`config.mk`:
```
export PLATFORM = sky130hd
export DESIGN_NAME = hazard_interlock
export DESIGN_NICKNAME = d
export VERILOG_FILES = /design/src/rtl/hzi_pkg.sv /design/src/rtl/hzi_slot_track.sv /design/src/rtl/hzi_slot_cmp.sv /design/src/rtl/hzi_fwd_pick.sv /design/src/rtl/hazard_interlock.sv
export SDC_FILE = /design/constraint.sdc
export NUM_CORES = 1
export LEC_CHECK = 0
export ABC_AREA = 1
export ABC_CLOCK_PERIOD_IN_PS = 3500
export BUFFER_PORTS_ARGS = -buffer_cell sky130_fd_sc_hd__buf_2
export CORE_UTILIZATION = 50
export DETAILED_ROUTE_END_ITERATION = 16
export HOLD_SLACK_MARGIN = 0.06
export PLACE_DENSITY = 0.75
export SLEW_MARGIN = 5
export SYNTH_ARGS = -nofsm -noshare
export SYNTH_HDL_FRONTEND = slang
export SYNTH_SLANG_ARGS = --single-unit
```
`constraint.sdc`:
```
create_clock -name clk -period 3.5 [get_ports clk]
set_input_delay 0.7 -clock clk [delete_from_list [all_inputs] [get_ports clk]]
set_output_delay 0.7 -clock clk [all_outputs]
set_load 0.005 [all_outputs]
```
`src/rtl/hzi_pkg.sv`:
```
package hzi_pkg;
  // Bit positions of the three conflict kinds in an internal summary vector.
  typedef enum int unsigned {
    HZ_RAW = 0,
    HZ_WAR = 1,
    HZ_WAW = 2
  } hz_kind_e;

  localparam int unsigned HZ_KINDS = 3;

  // Width needed to hold stage numbers 0..n.
  function automatic int unsigned stage_bits(input int unsigned n);
    return (n < 1) ? 1 : $clog2(n + 1);
  endfunction
endpackage

```
`src/rtl/hzi_slot_track.sv`:
```
module hzi_slot_track #(
  parameter int unsigned NUM_STAGES = 5,
  parameter int unsigned REG_W      = 5,
  parameter int unsigned STG_W      = 3
) (
  input  logic                               clk,
  input  logic                               rst_n,
  input  logic                               fire,
  input  logic                               in_s0v,
  input  logic [REG_W-1:0]                   in_s0,
  input  logic                               in_s1v,
  input  logic [REG_W-1:0]                   in_s1,
  input  logic                               in_dv,
  input  logic [REG_W-1:0]                   in_dst,
  input  logic [STG_W-1:0]                   in_res,
  input  logic [STG_W-1:0]                   in_rd,
  output logic [NUM_STAGES-1:0]              sl_vld,
  output logic [NUM_STAGES-1:0]              sl_s0v,
  output logic [NUM_STAGES-1:0][REG_W-1:0]   sl_s0,
  output logic [NUM_STAGES-1:0]              sl_s1v,
  output logic [NUM_STAGES-1:0][REG_W-1:0]   sl_s1,
  output logic [NUM_STAGES-1:0]              sl_dv,
  output logic [NUM_STAGES-1:0][REG_W-1:0]   sl_dst,
  output logic [NUM_STAGES-1:0][STG_W-1:0]   sl_res,
  output logic [NUM_STAGES-1:0][STG_W-1:0]   sl_rd
);
  // Slot k holds the instruction in pipeline stage k+1.
  logic [NUM_STAGES-1:0] vld_nxt;
  logic [NUM_STAGES-1:0] ld_en;

  always_comb begin
    vld_nxt = {sl_vld[NUM_STAGES-2:0], fire};
    ld_en   = {sl_vld[NUM_STAGES-2:0], fire};
  end

  always_ff @(posedge clk or negedge rst_n) begin
    if (!rst_n) begin
      sl_vld <= '0;
    end else begin
      sl_vld <= vld_nxt;
    end
  end

  // Payload registers: loaded only when a live entry moves in.
  always_ff @(posedge clk or negedge rst_n) begin
    if (!rst_n) begin
      sl_s0v <= '0;
      sl_s0  <= '0;
      sl_s1v <= '0;
      sl_s1  <= '0;
      sl_dv  <= '0;
      sl_dst <= '0;
      sl_res <= '0;
      sl_rd  <= '0;
    end else begin
      if (ld_en[0]) begin
        sl_s0v[0] <= in_s0v;
        sl_s0[0]  <= in_s0;
        sl_s1v[0] <= in_s1v;
        sl_s1[0]  <= in_s1;
        sl_dv[0]  <= in_dv;
        sl_dst[0] <= in_dst;
        sl_res[0] <= in_res;
        sl_rd[0]  <= in_rd;
      end
      for (int k = 1; k < NUM_STAGES; k++) begin
        if (ld_en[k]) begin
          sl_s0v[k] <= sl_s0v[k-1];
          sl_s0[k]  <= sl_s0[k-1];
          sl_s1v[k] <= sl_s1v[k-1];
          sl_s1[k]  <= sl_s1[k-1];
          sl_dv[k]  <= sl_dv[k-1];
          sl_dst[k] <= sl_dst[k-1];
          sl_res[k] <= sl_res[k-1];
          sl_rd[k]  <= sl_rd[k-1];
        end
      end
    end
  end
endmodule

```
`src/rtl/hzi_slot_cmp.sv`:
```
module hzi_slot_cmp #(
  parameter int unsigned REG_W = 5,
  parameter int unsigned STG_W = 3,
  parameter int unsigned STAGE = 1
) (
  input  logic             sl_vld,
  input  logic             sl_s0v,
  input  logic [REG_W-1:0] sl_s0,
  input  logic             sl_s1v,
  input  logic [REG_W-1:0] sl_s1,
  input  logic             sl_dv,
  input  logic [REG_W-1:0] sl_dst,
  input  logic [STG_W-1:0] sl_res,
  input  logic [STG_W-1:0] sl_rd,
  input  logic             nw_s0v,
  input  logic [REG_W-1:0] nw_s0,
  input  logic             nw_s1v,
  input  logic [REG_W-1:0] nw_s1,
  input  logic             nw_dv,
  input  logic [REG_W-1:0] nw_dst,
  input  logic [STG_W-1:0] nw_res,
  output logic             raw0,
  output logic             raw1,
  output logic             avail,
  output logic             war_hit,
  output logic             war_stl,
  output logic             waw_hit,
  output logic             waw_stl
);
  localparam logic [STG_W:0] STG_C = STAGE[STG_W:0];

  logic            sl_writes;
  logic            nw_writes;
  logic            rd0_live;
  logic            rd1_live;
  logic [STG_W:0]  nw_done;

  always_comb begin
    sl_writes = sl_vld && sl_dv && (sl_dst != '0);
    nw_writes = nw_dv && (nw_dst != '0);
    rd0_live  = sl_vld && sl_s0v && (sl_s0 != '0);
    rd1_live  = sl_vld && sl_s1v && (sl_s1 != '0);

    raw0 = sl_writes && nw_s0v && (nw_s0 == sl_dst);
    raw1 = sl_writes && nw_s1v && (nw_s1 == sl_dst);
    avail = STG_C >= {1'b0, sl_res};

    // Relative time at which the new instruction writes, seen from this slot.
    nw_done = {1'b0, nw_res} + STG_C;

    war_hit = nw_writes &&
              ((rd0_live && (sl_s0 == nw_dst)) || (rd1_live && (sl_s1 == nw_dst)));
    war_stl = war_hit && (nw_done <= {1'b0, sl_rd});

    waw_hit = nw_writes && sl_writes && (sl_dst == nw_dst);
    waw_stl = waw_hit && (nw_done <= {1'b0, sl_res});
  end
endmodule

```
`src/rtl/hzi_fwd_pick.sv`:
```
module hzi_fwd_pick #(
  parameter int unsigned NUM_STAGES = 5,
  parameter int unsigned STG_W      = 3
) (
  input  logic [NUM_STAGES-1:0] hit,
  input  logic [NUM_STAGES-1:0] avail,
  output logic [STG_W-1:0]      sel,
  output logic                  wait_req
);
  // Scan oldest to youngest so the lowest slot index is the last to set the result.
  always_comb begin
    sel      = '0;
    wait_req = 1'b0;
    for (int k = NUM_STAGES - 1; k >= 0; k--) begin
      if (hit[k]) begin
        sel      = avail[k] ? STG_W'(k + 1) : '0;
        wait_req = !avail[k];
      end
    end
  end
endmodule

```
`src/rtl/hazard_interlock.sv`:
```
module hazard_interlock #(
  parameter int unsigned NUM_STAGES = 5,
  parameter int unsigned REG_W      = 5,
  parameter int unsigned STG_W      = hzi_pkg::stage_bits(NUM_STAGES)
) (
  input  logic             clk,
  input  logic             rst_n,
  input  logic             iss_valid,
  input  logic             iss_src0_v,
  input  logic [REG_W-1:0] iss_src0,
  input  logic             iss_src1_v,
  input  logic [REG_W-1:0] iss_src1,
  input  logic             iss_dst_v,
  input  logic [REG_W-1:0] iss_dst,
  input  logic [STG_W-1:0] iss_res_stg,
  input  logic [STG_W-1:0] iss_rd_stg,
  output logic             stall,
  output logic             haz_raw,
  output logic             haz_war,
  output logic             haz_waw,
  output logic [STG_W-1:0] fwd_sel0,
  output logic [STG_W-1:0] fwd_sel1
);
  import hzi_pkg::*;

  logic [NUM_STAGES-1:0]            sl_vld, sl_s0v, sl_s1v, sl_dv;
  logic [NUM_STAGES-1:0][REG_W-1:0] sl_s0, sl_s1, sl_dst;
  logic [NUM_STAGES-1:0][STG_W-1:0] sl_res, sl_rd;

  logic [NUM_STAGES-1:0] raw0_v, raw1_v, avail_v;
  logic [NUM_STAGES-1:0] war_hit_v, war_stl_v, waw_hit_v, waw_stl_v;

  logic             nw_s0v, nw_s1v, nw_dv;
  logic             wait0, wait1;
  logic [STG_W-1:0] sel0, sel1;
  logic [HZ_KINDS-1:0] kind;
  logic             fire;

  // Requests are qualified once so every comparator sees an idle port as empty.
  always_comb begin
    nw_s0v = iss_valid && iss_src0_v && (iss_src0 != '0);
    nw_s1v = iss_valid && iss_src1_v && (iss_src1 != '0);
    nw_dv  = iss_valid && iss_dst_v;
  end

  hzi_slot_track #(
    .NUM_STAGES(NUM_STAGES), .REG_W(REG_W), .STG_W(STG_W)
  ) u_track (
    .clk(clk), .rst_n(rst_n), .fire(fire),
    .in_s0v(iss_src0_v), .in_s0(iss_src0),
    .in_s1v(iss_src1_v), .in_s1(iss_src1),
    .in_dv(iss_dst_v), .in_dst(iss_dst),
    .in_res(iss_res_stg), .in_rd(iss_rd_stg),
    .sl_vld(sl_vld), .sl_s0v(sl_s0v), .sl_s0(sl_s0),
    .sl_s1v(sl_s1v), .sl_s1(sl_s1), .sl_dv(sl_dv), .sl_dst(sl_dst),
    .sl_res(sl_res), .sl_rd(sl_rd)
  );

  for (genvar g = 0; g < NUM_STAGES; g++) begin : g_cmp
    hzi_slot_cmp #(
      .REG_W(REG_W), .STG_W(STG_W), .STAGE(g + 1)
    ) u_cmp (
      .sl_vld(sl_vld[g]), .sl_s0v(sl_s0v[g]), .sl_s0(sl_s0[g]),
      .sl_s1v(sl_s1v[g]), .sl_s1(sl_s1[g]), .sl_dv(sl_dv[g]),
      .sl_dst(sl_dst[g]), .sl_res(sl_res[g]), .sl_rd(sl_rd[g]),
      .nw_s0v(nw_s0v), .nw_s0(iss_src0), .nw_s1v(nw_s1v), .nw_s1(iss_src1),
      .nw_dv(nw_dv), .nw_dst(iss_dst), .nw_res(iss_res_stg),
      .raw0(raw0_v[g]), .raw1(raw1_v[g]), .avail(avail_v[g]),
      .war_hit(war_hit_v[g]), .war_stl(war_stl_v[g]),
      .waw_hit(waw_hit_v[g]), .waw_stl(waw_stl_v[g])
    );
  end

  hzi_fwd_pick #(.NUM_STAGES(NUM_STAGES), .STG_W(STG_W)) u_pick0 (
    .hit(raw0_v), .avail(avail_v), .sel(sel0), .wait_req(wait0)
  );

  hzi_fwd_pick #(.NUM_STAGES(NUM_STAGES), .STG_W(STG_W)) u_pick1 (
    .hit(raw1_v), .avail(avail_v), .sel(sel1), .wait_req(wait1)
  );

  always_comb begin
    kind         = '0;
    kind[HZ_RAW] = |{raw0_v, raw1_v};
    kind[HZ_WAR] = |war_hit_v;
    kind[HZ_WAW] = |waw_hit_v;

    haz_raw  = kind[HZ_RAW];
    haz_war  = kind[HZ_WAR];
    haz_waw  = kind[HZ_WAW];
    stall    = iss_valid && (wait0 || wait1 || (|war_stl_v) || (|waw_stl_v));
    fire     = iss_valid && !stall;
    fwd_sel0 = sel0;
    fwd_sel1 = sel1;
  end
endmodule

```
After elaboration in Yosys (flattened, before gate mapping). Cells that the tools add are included.

Magnitude comparators: 15. $add $sub $neg: 5. Mux-type cells: 25. Equality and inequality tests: 25. Multiply operators: 0. Shift-type cells: 0. Bitwise logic cells: 0. Reduce and logical (&&, ||, !) cells: 130. Divide/modulo/power cells: 0.

Operators with widths (number): 5-bit == test (25); 1-bit logical AND (93); 5-bit nonzero test (18); 4-bit by 3-bit <= comparator with 1-bit output (10); 3-bit two-way mux (12); 5-bit OR reduction (4); 1-bit two-way mux (11); 10-bit OR reduction (1); 3-bit by 2-bit adder with 4-bit output, second input constant (2); 3-bit by 3-bit adder with 4-bit output, second input constant (2); 1-bit logical OR (8); 2-bit by 3-bit greater-or-equal comparator with 1-bit output, first input constant (2); 3-bit greater-or-equal comparator, first input constant (2); 1-bit zero test (6); 3-bit by 1-bit adder with 4-bit output, second input constant (1); 2-bit two-way mux (2); 1-bit by 3-bit greater-or-equal comparator with 1-bit output, first input constant (1).

Bits in latches: 0. Memories kept: 0. Bits of input ports: 27. Logic and storage cells: 241. Register bits after elaboration: 125. Memory bits (read-only): 0. Output and inout bits: 10. RAM bits: 0.

Logic depth before layout (Yosys ltp). Gate-level depths: netlist (run 1).

Word-level depth: 15. Gate-level depth with buffers: 19. Gate-level depth less buffers: 18.

By module. Synthesis (run 1) repeated with hierarchy kept, for this count alone.

Cell total of the unflattened synthesis: 1180. Area total of the unflattened synthesis: 8480.6 um2.

Modules (own cells, without submodules): hzi_slot_track (area an instance 4938.5 um2, seq. area each 3128.0 um2, instances 1, cells an instance 515); hzi_slot_cmp at g_cmp[1].u_cmp (area an instance 663.1 um2, seq. area each 0.0 um2, instances 1, cells an instance 118); hzi_slot_cmp at g_cmp[0].u_cmp (area an instance 658.1 um2, seq. area each 0.0 um2, instances 1, cells an instance 117); hzi_slot_cmp at g_cmp[2].u_cmp (area an instance 645.6 um2, seq. area each 0.0 um2, instances 1, cells an instance 117); hzi_slot_cmp at g_cmp[4].u_cmp (area an instance 643.1 um2, seq. area each 0.0 um2, instances 1, cells an instance 113); hzi_slot_cmp at g_cmp[3].u_cmp (area an instance 559.3 um2, seq. area each 0.0 um2, instances 1, cells an instance 109); hzi_fwd_pick (area an instance 103.8 um2, seq. area each 0.0 um2, instances 2, cells an instance 26); hazard_interlock (area an instance 165.2 um2, seq. area each 0.0 um2, instances 1, cells an instance 39).

Least setup slack after synthesis (run 1). Ideal clock, no wire load.

Path type: input-to-output. Start point: input port iss_res_stg[0]. End point: output port stall. Buffers on the path: 1. Path slack: 0.308 ns. Data required time: 2.800 ns. Stages on the path: 18. Arrival: 2.492 ns. Cells stage by stage: inv_1 -> ha_1 -> inv_1 -> ha_1 -> inv_1 -> o21bai_1 -> nand2_1 -> nand2_1 -> nand2_1 -> nand3_1 -> nand2_1 -> inv_1 -> nand2_1 -> nor2_2 -> nand3_2 -> nor2_4 -> buf_6 -> nand2_1.

Cells in the longest elaborated chain, start to end: 7. Elaborated cells on any way between the ends: 30. Those cells by class: add/sub: 5; order compare: 10; reduce/logical: 15.

Ends and longest elaborated chain: from (decl) (RTL line hazard_interlock.sv:15) `input logic [STG_W-1:0] iss_res_stg,`; 3-bit by 1-bit adder with 4-bit output, or another cell as far along (RTL line hzi_slot_cmp.sv:49) `nw_done = {1'b0, nw_res} + STG_C;`; 4-bit by 3-bit <= comparator with 1-bit output (RTL line hzi_slot_cmp.sv:53) `war_stl = war_hit && (nw_done <= {1'b0, sl_rd});`; 1-bit logical AND (RTL line hzi_slot_cmp.sv:53); 5-bit OR reduction (RTL line hazard_interlock.sv:91) `stall = iss_valid && (wait0 || wait1 || (|war_stl_v) || (|waw_stl_v));`; 1-bit logical OR (RTL line hazard_interlock.sv:91); 1-bit logical OR (*) (RTL line hazard_interlock.sv:91); 1-bit logical AND (*) (RTL line hazard_interlock.sv:91); to (decl) (RTL line hazard_interlock.sv:17) `output logic stall,`.

Every way passes the cells marked *; elsewhere a longest branch is shown, timed or not.

Final worst setup path (run 1). Ends and elaborated chain as after synthesis.

==> reports/results.txt, run 1 <==
reg-to-reg setup timing slack: 0.91 ns
synthesized-area fraction occupied by adder cells: 4.97%
net count of the finished layout: 1370
unrepaired setup endpoints after global routing: no
CTS tree: built
Longest Clk Path Bufs: 2
global-route total usage across every layer: 29.9%
sequential share of power: 39.3%
Die Span X: 133 um
number of design rule violations left after detail routing: 0
switching power share of the total: 34.0%
clock skew after layout: 0.00551 ns
Final HPWL DP: 19.0 mm
xor and xnor area share after synthesis: 4.07%
chip height: 133 um
post-CTS sizing: 0
first drt pass iteration count: 5
number of register bits inferred by synthesis: 125
wire length after detailed routing: 25.2 mm
number of antenna violations at the first check in global routing: 3
routed vias: 8347
period utilisation layout: 96.2%
number of global-route vias before repair: 7974
mux cell area share after synthesis: 0%
number of input and output port buffers inserted: 36
number of flops mapped to enable cells by yosys: 0
Peak supply drop: 0.351 mV
post-synthesis simple-gate area fraction: 34.0%
Clock Tree Root: clkbuf_16
overflow left after global routing: 0
cell area after placement: 8970 um^2
Cell variety after synth: 38
Power Internal: 3.15 mW
number of cells traversed by the worst register-to-register path: 12
fraction of final layout cells sized beyond drive strength 1: 11.4%
Yosys warning total: 0
compound-cell area share of the yosys netlist: 9.24%
detail-routed net length per standard cell: 16.3 um
flip-flop cell with the highest count after synthesis: dfrtp_1
endpoint type of the worst setup path: output port
timing endpoint of the critical path: stall
Hold WC Path Type: in2async
row count: 47
remaining antenna violation count after routing: 0
summed instance area of the synthesized netlist: 8610 um^2
# Max-Cap Violations: 0
insertion delay of the later-clocked pin in the worst-skew pair: 0.42 ns
Post-CTS Setup Inserts: 0
Seq/Total Area, Yosys: 36.3%
net switching power figure: 1.62 mW
Req. time, crit path: 2.80 ns
post-layout min period: 3.37 ns
arrival time reported for the critical path endpoint: 2.67 ns
count of H-tree levels built during CTS: 4
area of the core: 16700 um^2
sort of element at the start of the critical path: primary input
Clk pwr share: 37.4%
clock transition at the registers of the reported paths: 0.06 ns
launching element of the worst setup path: iss_res_stg[0]
number of ports placed on the die boundary: 37
cell area after layout: 9600 um^2
pins over their slew limit: 0
transition time at the pin with the least slew margin: 0.852 ns
outcome: finished, final reports clean
ratio of total power to cell area: 497 nW/um^2
Leakage: 5.07 nW
reg-to-reg endpoint: u_track.sl_s1[2]
proportion of power drawn by combinational gates: 23.3%
maximum clock frequency: 0.297 GHz
Post-Syn Nets: 1339
largest net degree at the start of global routing: 66
CTS Hold Bufs: 0
Starting Density: 51.6%
wire length of the first global-routing pass: 41.3 mm
number of vias per cell after detailed routing: 5.40
share of flip-flops with an asynchronous set or reset: 100%
CTS buffer count: 17
combinational family with the most area after synthesis: simple AND/OR/NAND/NOR gates
average size of a mapped cell: 6.73 um^2
placer's final routability congestion estimate: 1.01
final count of hold timing violations: 0
area grow syn2layout: 11.4%
detailed router's first-iteration violation count: 708
final setup fails: 0
Die Footprint: 17800 um^2
Gate Count Post-Synth: 1279
R2R Path Start: u_track.sl_dst[9]
clock sink total: 125
category of the most critical setup path: in2out
Total Neg Setup Slack: 0 ns
maximum fanout along the worst path: 4
worst slew margin relative to its limit: 43.2%
[power by group through the flow]
stage	combinational (mW)	sequential, mW	clock [mW]
after global placement	1.06	1.89	0
after CTS	1.09	1.87	1.79
after detailed placement	1.08	1.89	0
final	1.11	1.88	1.78
after floorplan	0.826	1.82	0
after global routing	1.27	1.90	1.86
[through the flow]
step                worst slack [ns]  power (mW)  utilization (%)  hold WS (ns)  cells
floorplan                      0.308        2.64                -         0.389   1279
global placement               0.157        2.94             53.7         0.460   1511
detailed placement            0.0972        2.98             53.7         0.469   1511
CTS                           0.0368        4.76             57.3         0.414   1543
global route                  0.0151        5.03             57.4         0.448   1543
finish                         0.134        4.77             57.5         0.371   1545
[critical path, stage by stage]
cell and delay, ns:
buf_2 0.12, inv_1 0.08, ha_4 0.26, inv_1 0.06, ha_1 0.30, inv_1 0.05, o21bai_1 0.12, nand2_1 0.07
nand2_1 0.05, nand2_1 0.05, nand3_1 0.08, nand2_1 0.06, inv_1 0.06, nand2_1 0.06, nor2_2 0.10, nand3_2 0.10
nor2_4 0.11, nand2_2 0.08, buf_2 0.13
[flip-flops by register name, indices dropped and copies added, names as in the netlist]
register and cells:
u_track.sl_dst 25, u_track.sl_s0 25, u_track.sl_s1 25, u_track.sl_rd 15, u_track.sl_res 15, u_track.sl_dv 5
u_track.sl_s0v 5, u_track.sl_s1v 5, u_track.sl_vld 5
[kinds of logic after synthesis]
| kind of cell | Yosys count |
|---|---|
| AO/OA/AOI/OAI | 153 |
| XOR/XNOR | 40 |
| adder cells (fa/ha/maj) | 33 |
| buffers and inverters | 224 |
| flip-flops | 125 |
| AND/OR/NAND/NOR | 704 |
[area by class of cell]
type	instances	area, um^2
clock buffer	20	457
multi-input combinational	930	4530
clock inverter	12	136
fill	1611	7110
tap	220	275
antenna	2	5.00
timing repair buffer	68	435
inverter	168	631
sequential	125	3130
[worst min path at each step]
stage                              end              start
detailed placement    u_track.sl_s1[1]   u_track.sl_s1[1]
finish               u_track.sl_vld[2]              rst_n
global route          u_track.sl_s1[8]              rst_n
global placement    u_track.sl_res[10]  u_track.sl_res[7]
CTS                   u_track.sl_s1[8]              rst_n
floorplan            u_track.sl_vld[2]  u_track.sl_vld[1]
[synthesized netlist by cell type, drive strengths merged, types with 2 or more instances]
cell / instances / area (um^2)
a21oi: 33 / 169
nor3: 11 / 55.1
clkbuf: 14 / 52.6
ha: 31 / 388
nand4: 48 / 322
nand3: 58 / 295
fa: 2 / 40.0
nor2: 124 / 485
xnor2: 30 / 263
dfrtp: 125 / 3130
o21ai: 108 / 541
buf: 42 / 298
xor2: 10 / 87.6
inv: 166 / 623
nand2: 458 / 1740
o22ai: 5 / 31.3
clkinv: 2 / 7.51
nand3b: 2 / 15.0
o21bai: 5 / 37.5
[layer usage]
metal  track usage, %  share of wire, %  vias up
li1                 -                 -     4085
met1             40.3                44     3861
met2             46.9                45      329
met3             6.66               7.8       70
met4             11.9               3.0        2
met5                0             0.036        -
[cell usage in the layout (no fill, tap or decap), drive strengths merged, types with 3 or more instances in the layout]
master,count
a21oi,33
buf,68
clkbuf,20
clkinv,7
clkinvlp,3
dfrtp,125
ha,31
inv,168
nand2,458
nand3,58
nand4,48
nor2,124
nor3,11
o21ai,108
o21bai,5
o22ai,5
xnor2,30
xor2,10
Note: power is estimated with default switching activity, not from simulation.
==> run 2, diff against run 1 <==
PLACE_DENSITY = 0.67   (was 0.75)
==> reports/results.txt, run 2 (synthesis results as in run 1) <==
cell area after layout: 9600 um^2
chip height: 133 um
arrival time reported for the critical path endpoint: 2.64 ns
Die Span X: 133 um
pre-CTS setup slack: 0.113 ns
Req. time, crit path: 2.80 ns
category of the most critical setup path: in2out
post-layout min period: 3.34 ns
reg-to-reg setup timing slack: 0.88 ns
leading registers by flop count: u_track.sl_dst: 25 flops, u_track.sl_s0: 25 flops, u_track.sl_s1: 25 flops
number of buffer and inverter stages on the critical path: 4
Longest Clk Path Bufs: 2
placer's final routability congestion estimate: 0.930
ratio of total power to cell area: 494 nW/um^2
worst slew margin relative to its limit: 55.8%
remaining antenna violation count after routing: 0
CP delay by family, top: simple AND/OR/NAND/NOR gates
endpoint type of the worst setup path: output port
biggest cell delay along the critical path: 0.30 ns
period utilisation layout: 95.6%
number of input and output port buffers inserted: 36
Clock Tree Root: clkbuf_16
most frequent cells in the layout: nand2_1 (453), inv_1 (131), dfrtp_1 (125)
net count of the finished layout: 1364
most common library cell in the layout ignoring fill and taps: nand2_1
area grow syn2layout: 11.4%
global-route total usage across every layer: 30.4%
clock skew after layout: 0.0137 ns
number of ports placed on the die boundary: 37
maximum fanout along the worst path: 4
met1 routed wirelength after detailed routing: 11.6 mm
clock transition at the registers of the reported paths: 0.06 ns
critical path, cell by cell: buf_4 > ha_1 > xnor2_2 > buf_4 > ha_1 > nand2_1 > o21ai_0 > a21oi_1 > nand3_1 > nand2_1 > inv_1 > nand3_2 > nor2_4 > nand2_1 > buf_2
wire length of the first global-routing pass: 41.6 mm
pins over their slew limit: 0
met2 routed wirelength: 11.3 mm
insertion delay of the later-clocked pin in the worst-skew pair: 0.43 ns
Hold WC Path Type: in2async
Starting Density: 51.6%
WL met3: 1.72 mm
wire length after detailed routing: 25.5 mm
Final HPWL DP: 18.8 mm
worst setup margin: 0.155 ns
cell area after placement: 8940 um^2
number of antenna violations at the first check in global routing: 0
final setup fails: 0
number of cells traversed by the worst register-to-register path: 14
clock sink total: 125
crit path max-delay cell type: ha_1
overflow left after global routing: 0
reg-to-reg endpoint: u_track.sl_rd[1]
number of vias per cell after detailed routing: 5.41
# Max-Cap Violations: 0
fraction of final layout cells sized beyond drive strength 1: 11.5%
cell with the most instances on the worst path: nand2_1
Leakage: 5.05 nW
total stage count of the critical path: 15
routed vias: 8311
number of antenna diodes: 0
outcome: finished, final reports clean
R2R Path Start: u_track.sl_vld[1]
number of design rule violations left after detail routing: 0
Peak supply drop: 0.358 mV
area of the core: 16700 um^2
count of H-tree levels built during CTS: 4
Max Used Layer: met4
CTS tree: built
CTS buffer count: 17
transition time at the pin with the least slew margin: 0.663 ns
final count of hold timing violations: 0
first drt pass iteration count: 6
Die Footprint: 17800 um^2
row count: 47
largest net degree at the start of global routing: 72
number of global-route vias before repair: 7801
detailed router's first-iteration violation count: 710
detail-routed net length per standard cell: 16.6 um
maximum clock frequency: 0.299 GHz
sort of element at the start of the critical path: primary input
-- run 2: changes by cell type in the layout (fill, tap and decap cells not counted), moves of 3 or more --
| cell | change |
|---|---|
| inv_8 | +3 |
| buf_4 | -7 |
| ha_1 | -3 |
| ha_4 | +3 |
-- run 2: metal layers --
metal / GRT usage [%] / vias to the layer above
met1: 42.5 / 3843
li1: - / 4072
met3: 5.40 / 69
met2: 46.6 / 327
met4: 12.6 / 0
met5: 0 / -
-- run 2: how the worst max path moves through the flow --
stage	endpoint	from	slack, ns
after floorplan	stall	iss_res_stg[0]	0.31
after global placement	stall	iss_res_stg[0]	0.17
after detailed placement	stall	iss_res_stg[0]	0.11
after CTS	stall	iss_res_stg[0]	0.06
after global routing	stall	iss_res_stg[1]	-0.03
final	stall	iss_res_stg[1]	0.16
-- run 2: stage by stage --
step / TNS (ns) / total power, mW / hold WS (ns) / cells / utilization [%]
2_1_floorplan: 0 / 2.64 / 0.389 / 1279 / -
3_3_place_gp: 0 / 2.95 / 0.461 / 1505 / 53.5
3_5_place_dp: 0 / 2.97 / 0.467 / 1505 / 53.5
4_1_cts: 0 / 4.73 / 0.308 / 1537 / 57.0
5_1_grt: -0.0297 / 5.02 / 0.331 / 1537 / 57.5
6_report: 0 / 4.74 / 0.270 / 1537 / 57.5
-- run 2: report_power, final --
part	leakage, nW	internal, mW	switching (mW)
combinational	3.22	0.408	0.710
sequential	1.55	1.66	0.222
clock	0.277	1.00	0.746
total	5.05	3.06	1.68
-- run 2: area by class of cell --
cell class                      instances  area, um^2
Inverter                              168         631
Fill cell                            1634        7110
Clock inverter                         15         153
Tap cell                              220         275
Sequential cell                       125        3130
Timing Repair Buffer                   62         415
Multi-Input combinational cell        930        4570
Clock buffer                           17         425
-- run 2: timing repair --
item	4_1_cts	5_1_grt
hold buffers	0	0
buffers inserted	0	0
endpoints found under the setup margin	0	1
resized for setup	0	15
